$ cat src/rtl/lanerx_pkg.sv
`timescale 1ns/1ps
package lanerx_pkg;

    localparam int unsigned OCT_W = 8;

    // Octet values that identify alignment control characters
    localparam logic [OCT_W-1:0] SYM_LANE_MARK  = 8'h7C;
    localparam logic [OCT_W-1:0] SYM_FRAME_MARK = 8'hFC;

    typedef enum logic [1:0] {
        OCT_DATA,
        OCT_LANE_MARK,
        OCT_FRAME_MARK,
        OCT_OTHER_CTRL
    } octet_kind_e;

    function automatic octet_kind_e classify_octet(
        input logic [OCT_W-1:0] value,
        input logic             is_ctrl
    );
        if (!is_ctrl)                     return OCT_DATA;
        else if (value == SYM_LANE_MARK)  return OCT_LANE_MARK;
        else if (value == SYM_FRAME_MARK) return OCT_FRAME_MARK;
        else                              return OCT_OTHER_CTRL;
    endfunction

endpackage

$ cat src/rtl/lane_descrambler.sv
`timescale 1ns/1ps
module lane_descrambler #(
    parameter int unsigned W        = 16,
    parameter int unsigned TAP_NEAR = 14,
    parameter int unsigned TAP_FAR  = 15
) (
    input  logic         clk,
    input  logic         rst,
    input  logic         advance,
    input  logic [W-1:0] din,
    output logic [W-1:0] dout
);
    localparam int unsigned HIST_W = TAP_FAR;
    localparam int unsigned EXT_W  = HIST_W + W;

    // hist_q[0] is the most recently received bit
    logic [HIST_W-1:0] hist_q;
    logic [EXT_W-1:0]  ext;

    // Higher index = earlier in the serial stream
    assign ext = {hist_q, din};

    generate
        for (genvar k = 0; k < W; k++) begin : g_bit
            assign dout[k] = ext[k] ^ ext[k + TAP_NEAR] ^ ext[k + TAP_FAR];
        end
    endgenerate

    always_ff @(posedge clk) begin
        if (rst) begin
            hist_q <= '0;
        end else if (advance) begin
            hist_q <= ext[HIST_W-1:0];
        end
    end

    AST_HIST_FROM_RX: assert property (@(posedge clk) disable iff (rst)
        advance |=> (ext[EXT_W-1 -: HIST_W] == $past(ext[HIST_W-1:0])));

endmodule

$ cat src/rtl/octet_substitute.sv
`timescale 1ns/1ps
module octet_substitute
    import lanerx_pkg::*;
(
    input  logic [OCT_W-1:0] raw,
    input  logic [OCT_W-1:0] descr,
    input  logic             is_ctrl,
    input  logic             scr_on,
    input  logic [OCT_W-1:0] prev,
    output logic [OCT_W-1:0] result
);
    octet_kind_e kind;

    assign kind = classify_octet(raw, is_ctrl);

    always_comb begin
        unique case (kind)
            OCT_LANE_MARK:  result = scr_on ? SYM_LANE_MARK  : prev;
            OCT_FRAME_MARK: result = scr_on ? SYM_FRAME_MARK : prev;
            OCT_OTHER_CTRL: result = scr_on ? descr : raw;
            OCT_DATA:       result = scr_on ? descr : raw;
            default:        result = raw;
        endcase
    end

endmodule

$ cat src/rtl/lane_descramble_replace.sv
`timescale 1ns/1ps
module lane_descramble_replace
    import lanerx_pkg::*;
#(
    parameter int unsigned OCTETS   = 2,
    parameter int unsigned TAP_NEAR = 14,
    parameter int unsigned TAP_FAR  = 15
) (
    input  logic                      clk,
    input  logic                      rst,
    input  logic                      scr_en,
    input  logic                      in_valid,
    input  logic [OCTETS-1:0]         in_ctrl,
    input  logic [OCTETS*OCT_W-1:0]   in_data,
    output logic                      out_valid,
    output logic [OCTETS*OCT_W-1:0]   out_data
);
    localparam int unsigned WORD_W = OCTETS * OCT_W;

    logic [WORD_W-1:0]            descr_word;
    logic [WORD_W-1:0]            next_word;
    logic [OCTETS:0][OCT_W-1:0]   prev_chain;
    logic [OCT_W-1:0]             prev_q;

    lane_descrambler #(
        .W        (WORD_W),
        .TAP_NEAR (TAP_NEAR),
        .TAP_FAR  (TAP_FAR)
    ) descr_i (
        .clk     (clk),
        .rst     (rst),
        .advance (in_valid),
        .din     (in_data),
        .dout    (descr_word)
    );

    assign prev_chain[0] = prev_q;

    // Octet j = 0 is the earliest in the stream (most significant)
    generate
        for (genvar j = 0; j < OCTETS; j++) begin : g_oct
            localparam int unsigned HI = WORD_W - 1 - j * OCT_W;
            octet_substitute sub_i (
                .raw     (in_data[HI -: OCT_W]),
                .descr   (descr_word[HI -: OCT_W]),
                .is_ctrl (in_ctrl[OCTETS-1-j]),
                .scr_on  (scr_en),
                .prev    (prev_chain[j]),
                .result  (prev_chain[j+1])
            );
            assign next_word[HI -: OCT_W] = prev_chain[j+1];
        end
    endgenerate

    always_ff @(posedge clk) begin
        if (rst) begin
            out_valid <= 1'b0;
            out_data  <= '0;
            prev_q    <= '0;
        end else begin
            out_valid <= in_valid;
            if (in_valid) begin
                out_data <= next_word;
                prev_q   <= prev_chain[OCTETS];
            end
        end
    end

    AST_VALID_RISE: assert property (@(posedge clk) disable iff (rst)
        in_valid |=> out_valid);
    AST_VALID_IDLE: assert property (@(posedge clk) disable iff (rst)
        !in_valid |=> !out_valid);
    AST_IDLE_HOLD: assert property (@(posedge clk) disable iff (rst)
        !in_valid |=> $stable(out_data));
    AST_PLAIN_PASS: assert property (@(posedge clk) disable iff (rst)
        (in_valid && !scr_en && in_ctrl == '0) |=> (out_data == $past(in_data)));
    AST_PLAIN_REPLACE: assert property (@(posedge clk) disable iff (rst)
        (in_valid && !scr_en && in_ctrl[OCTETS-1] &&
         (in_data[WORD_W-1 -: OCT_W] == SYM_LANE_MARK ||
          in_data[WORD_W-1 -: OCT_W] == SYM_FRAME_MARK))
        |=> (out_data[WORD_W-1 -: OCT_W] == $past(out_data[OCT_W-1:0])));
    AST_SCR_LANE_MARK: assert property (@(posedge clk) disable iff (rst)
        (in_valid && scr_en && in_ctrl[OCTETS-1] &&
         in_data[WORD_W-1 -: OCT_W] == SYM_LANE_MARK)
        |=> (out_data[WORD_W-1 -: OCT_W] == SYM_LANE_MARK));

endmodule

$ cat config.mk
export PLATFORM = sky130hd
export DESIGN_NAME = lane_descramble_replace
export DESIGN_NICKNAME = d
export VERILOG_FILES = /design/src/rtl/lanerx_pkg.sv /design/src/rtl/lane_descrambler.sv /design/src/rtl/octet_substitute.sv /design/src/rtl/lane_descramble_replace.sv
export SDC_FILE = /design/constraint.sdc
export NUM_CORES = 1
export LEC_CHECK = 0
export ABC_AREA = 1
export BUFFER_PORTS_ARGS = -buffer_cell sky130_fd_sc_hd__buf_2
export CAP_MARGIN = 10
export CORE_UTILIZATION = 58
export DETAILED_ROUTE_END_ITERATION = 16
export MAX_ROUTING_LAYER = met4
export PLACE_DENSITY = 0.92
export SYNTH_ARGS = -nofsm -noshare
export SYNTH_HDL_FRONTEND = slang
export SYNTH_SLANG_ARGS = --single-unit
$ cat constraint.sdc
create_clock -name clk -period 3.1 [get_ports clk]
set_input_delay 0.31 -clock clk [delete_from_list [all_inputs] [get_ports clk]]
set_output_delay 0.31 -clock clk [all_outputs]
set_load 0.05 [all_outputs]
* After elaboration in Yosys (flattened, before gate mapping)
Index checks and enable logic that the tools add are counted.
** Cells by class
- Eq/ne operators :: 10
- Multiplexer cells :: 14
- Bitwise operators :: 32
- Reductions and logical operators :: 4
** Operator list (count)
- 2-to-1 mux 8 bit :: 6
- case mux 8 bit (3 select lines) :: 2
- bitwise XOR 1 bit :: 32
- == test 8 x 7 -> 1 bit (second input constant) :: 2
- == test 8 bit (second input constant) :: 2
- == test 2 bit (second input constant) :: 4
- 2-to-1 mux 2 bit :: 4
- == test 2 x 1 -> 1 bit (second input constant) :: 2
- zero test 2 bit :: 2
- OR reduction 2 bit :: 2
- 2-to-1 mux 1 bit :: 2
** Word-level totals
- Register bits after elaboration :: 40
- Bits of input ports :: 22
- Output and inout port bits :: 17

* Logic depth before layout (Yosys ltp)
- Word-level depth :: 9
- Mapped depth :: 13
- Gate-level depth less buffers :: 13

* Cells and area by module
Synthesis repeated with hierarchy kept, for this count alone.
** Unflattened totals
- Cells, all modules :: 517
- Area total of the unflattened synthesis :: 2946.6 um^2
** By module, submodules not included
- lane_descrambler :: instances 1, cells an instance 192, area each 1103.6 um^2, sequential area each 300.3 um^2
- octet_substitute :: instances 2, cells an instance 110, area each 538.0 um^2, sequential area each 0.0 um^2
- lane_descramble_replace :: instances 1, cells an instance 105, area each 767.0 um^2, sequential area each 340.3 um^2

* Worst setup path after synthesis
Ideal clock, no wire load.
- Path type :: input -> register
- Start :: in in_data[0]
- End :: reg out_data[2]
- Library setup time :: 0.070 ns
- Arrival time :: 1.773 ns
- Path slack :: 1.257 ns
- Cell stages on the path :: 11
- Path buffers :: 0
- Path through :: nor4_1 nand4_1 inv_1 a21oi_1 ha_1 inv_1 nor2_1 o21ai_0 o21ai_0 inv_1 a21oi_1
** Between the ends
- Longest elaborated chain between the ends :: 7
** Ends and longest elaborated chain
- start: declaration :: RTL line lane_descramble_replace.sv:14 : input logic [OCTETS*OCT_W-1:0] in_data,
- == test 8 bit :: RTL line lanerx_pkg.sv:23 : else if (value == SYM_FRAME_MARK) return OCT_FRAME_MARK;
- 2-to-1 mux 1 bit :: RTL line lanerx_pkg.sv:23
- 2-to-1 mux 2 bit * :: RTL line lanerx_pkg.sv:22 : else if (value == SYM_LANE_MARK) return OCT_LANE_MARK;
- 2-to-1 mux 2 bit * :: RTL line lanerx_pkg.sv:21 : if (!is_ctrl) return OCT_DATA;
- == test 2 bit / zero test 2 bit (equally long branches) :: RTL line octet_substitute.sv:17 : unique case (kind)
- OR reduction 2 bit (no source line)
- case mux 8 bit (3 select lines) * :: RTL line octet_substitute.sv:17
- end signal: assignment :: RTL line lane_descramble_replace.sv:63 : out_data <= next_word;
- end: declaration :: RTL line lane_descramble_replace.sv:16 : output logic [OCTETS*OCT_W-1:0] out_data
Every way passes the cells marked *; elsewhere a longest branch is shown, timed or not.
A chain may end at the register's enable or synchronous reset.

* Final worst setup path
Ends and elaborated chain as after synthesis.

==> impl_metrics.toml <==
[sta]
rsz0062_at_grt = "no"
finalCriticalPeriod_ns = 1.893
fin_crit_sh_pct = 61.06
max_freq_mhz = 528.3
slew_headroom_pct = 59.46
drv_slew = 0
setup_viol = 0
clock_skew_ns = 0.01385
worst_slew_pin_slew_ns = 0.6074
tns_ns = 0
hold_viol_final = 0

[synth]
synthCells = 304
synth_nets = 329
synth_top_family_by_area = "simple AND/OR/NAND/NOR gates"
synthSimpleGateAreaFrac_pct = 29.87
muxShareOfSynthArea_pct = 0
synth_area_sq_um = 1914
synth_fa_ha_area_share_pct = 1.961
synth.avg_cell_area_sq_um = 6.297
synth_cell_types = 28
synth_compound_area_share_pct = 21.63
ys_ff_latch = 32
yosysWarnings = 0
synthXorXnorAreaFrac_pct = 3.203
ys_seq_area_share_pct = 33.46

[worst_setup_path]
rrSetupSlack_ns = 1.80
crit_top_cell = "inv_1"
required_ns = 3.38
cp-start-kind = "input pin"
rr_startpoint = "descr_i.hist_q[13]$_SDFFE_PP0P_"
crit_buf_inv = 4
critPathKind = "in2reg"
r2r-end = "out_data[7]$_SDFFE_PP0P_"
cp_top_family = "simple AND/OR/NAND/NOR gates"
cp.depth = 12
slowest_stage = "ha_1"
worst-r2r-cell-count = 12
crit_path_max_fanout = 7
critPathArrivalTime_ns = 2.18
slowest_delay_ns = 0.30
crit_chain = "buf_2 -> nor4_1 -> nand4_1 -> inv_1 -> a21oi_1 -> ha_1 -> inv_1 -> nor2_1 -> o21ai_0 -> o21ai_0 -> inv_1 -> a21oi_1"
end_kind = "flop"

[drt]
drt_pass1_iterations = 5
wl_met2_mm = 2.096
wl_met1_mm = 2.052
routed-wl-met3_um = 344
finalWirelength_mm = 4.631
route.top_layer_used = "met4"
drc = 0
drt_iter0_drc = 146
wl_per_cell_um = 12.09
vias_per_cell = 5.431
vias = 2080
drtAntennaViolNets = 0

[cells_and_area]
final_cell_mix = "nand2_1 (63), nor2_1 (52), o21ai_0 (47)"
layout.nets = 363
layout_commonest_cell = "nand2_1"
insertedDiodeCount = 0
area_delta_synth_final_pct = 13.07
drive_above_1_share_pct = 16.22
fill_cells = 306

[clock_tree]
numCtsBuffers = 5
cts_root_buffer = "clkbuf_4"
cts_hold_buf = 0
cts_tree = "yes"
clockBufferDepth = 2
post-cts-setup-buffers = 0
cts_resized = 0
htreeDepth = 2
insertion_delay_ns = 0.35
cts.sinks = 32
clkSlewWorstSetupHoldPaths_ns = 0.11

[outcome]
status = "completed"

[die]
num_rows = 20
ios = 39
start_util_pct = 61.69
core_area_sq_um = 3103
fp.dieW_um = 59.45
dieArea_sq_um = 3534
die_y_um = 59.45

[hold_path]
hold_start = "rst"
min_path_type = "in2reg"
holdPathEnd = "out_data[7]$_SDFFE_PP0P_"
whs_path_depth = 2

[run]
maxCapViolCount = 0

[global_routing]
first_global_vias = 1887
gr-total-overflow = 0
grt.total_usage_pct = 30.72
antenna_found_initial = 0
grt_max_degree = 43
grt_pass1_wl_mm = 7.845

[power_and_ir_drop]
ir_worst_vdd_mv = 0.2873
leakagePower_nw = 1.089
p_per_area_nw_per_um2 = 459.8
total_power_uw = 995.3

[placement]
port_buffers = 38
gp_congestion = 0.9297
hpwl_mm = 3.305
-- layout make-up --
type	count	area [sq um]	share of cell area [%]
Sequential cell	32	640.6	29.60
Multi-Input combinational cell	227	1085	50.12
Clock buffer	8	58.81	2.717
Tap cell	44	55.05	2.543
Timing Repair Buffer	40	205.2	9.480
Inverter	32	120.1	5.549
-- cells in the mapped netlist --
cell type	n	area share, %
xor2_1	2	0.92
a31oi_1	3	0.98
nor4_1	1	0.33
nand3_1	10	2.6
o21ai_2	1	0.46
nand4_1	4	1.3
a21oi_2	1	0.46
nand3_2	1	0.52
nand2_2	1	0.33
inv_2	2	0.39
ha_1	3	2.0
o21ai_1	6	1.6
buf_4	1	0.39
nor2_1	52	10
dfxtp_1	32	33
buf_6	2	1.2
o21ai_0	47	12
a21oi_1	21	5.5
xnor2_1	5	2.3
or2_2	1	0.33
a21boi_0	1	0.39
nor3_2	1	0.52
inv_1	30	5.9
nand2_1	63	12
nor3_1	2	0.52
buf_2	1	0.26
nor3_4	1	0.85
clkbuf_1	9	1.8
-- metal layers --
metal  GRT usage (%)  vias to the layer above
met4           17.35                        0
met5               -                        -
li1                -                     1054
met3           6.987                       15
met1           35.75                      919
met2           48.48                       92
-- power breakdown --
group	switching (mW)	leakage [nW]	total, mW	internal [mW]
Combinational	0.188	0.791	0.269	0.0812
Sequential	0.0256	0.265	0.468	0.442
Clock	0.147	0.0326	0.259	0.112
Total	0.360	1.09	0.995	0.635
-- metrics by stage --
| stage | cells | hold slack (ns) | utilization [%] | setup WS, ns | area (sq um) |
|---|---|---|---|---|---|
| after CTS | 383 | 0.2233 | 69.76 | 1.247 | 2165 |
| after floorplan | 304 | 0.4449 | - | 1.257 | 1914 |
| after detailed placement | 375 | 0.4568 | 67.86 | 0.8913 | 2106 |
| final | 383 | 0.2384 | 69.76 | 1.207 | 2165 |
| after global placement | 375 | 0.4560 | 67.86 | 1.002 | 2106 |
| after global routing | 383 | 0.2502 | 69.76 | 0.9960 | 2165 |
-- flip-flops by register name, summed over array words and instances (netlist names) --
signal          flops
out_data           16
descr_i.hist_q     15
out_valid           1
-- how the worst max path moves through the flow --
stage | startpoint | to
finish | in_data[0] | out_data[2]$_SDFFE_PP0P_
floorplan | in_data[0] | out_data[2]$_SDFFE_PP0P_
global placement | in_data[0] | out_data[2]$_SDFFE_PP0P_
global route | in_data[0] | out_data[2]$_SDFFE_PP0P_
detailed placement | in_data[0] | out_data[2]$_SDFFE_PP0P_
CTS | in_data[0] | out_data[2]$_SDFFE_PP0P_
-- kinds of logic after synthesis --
logic type,Yosys count
adders and majority gates,3
AOI/OAI and AO/OA,80
and+or+nand+nor,137
DFF,32
xor gates and xnor gates,7
buffers and inverters,45
Note: power is estimated with default switching activity, not from simulation.
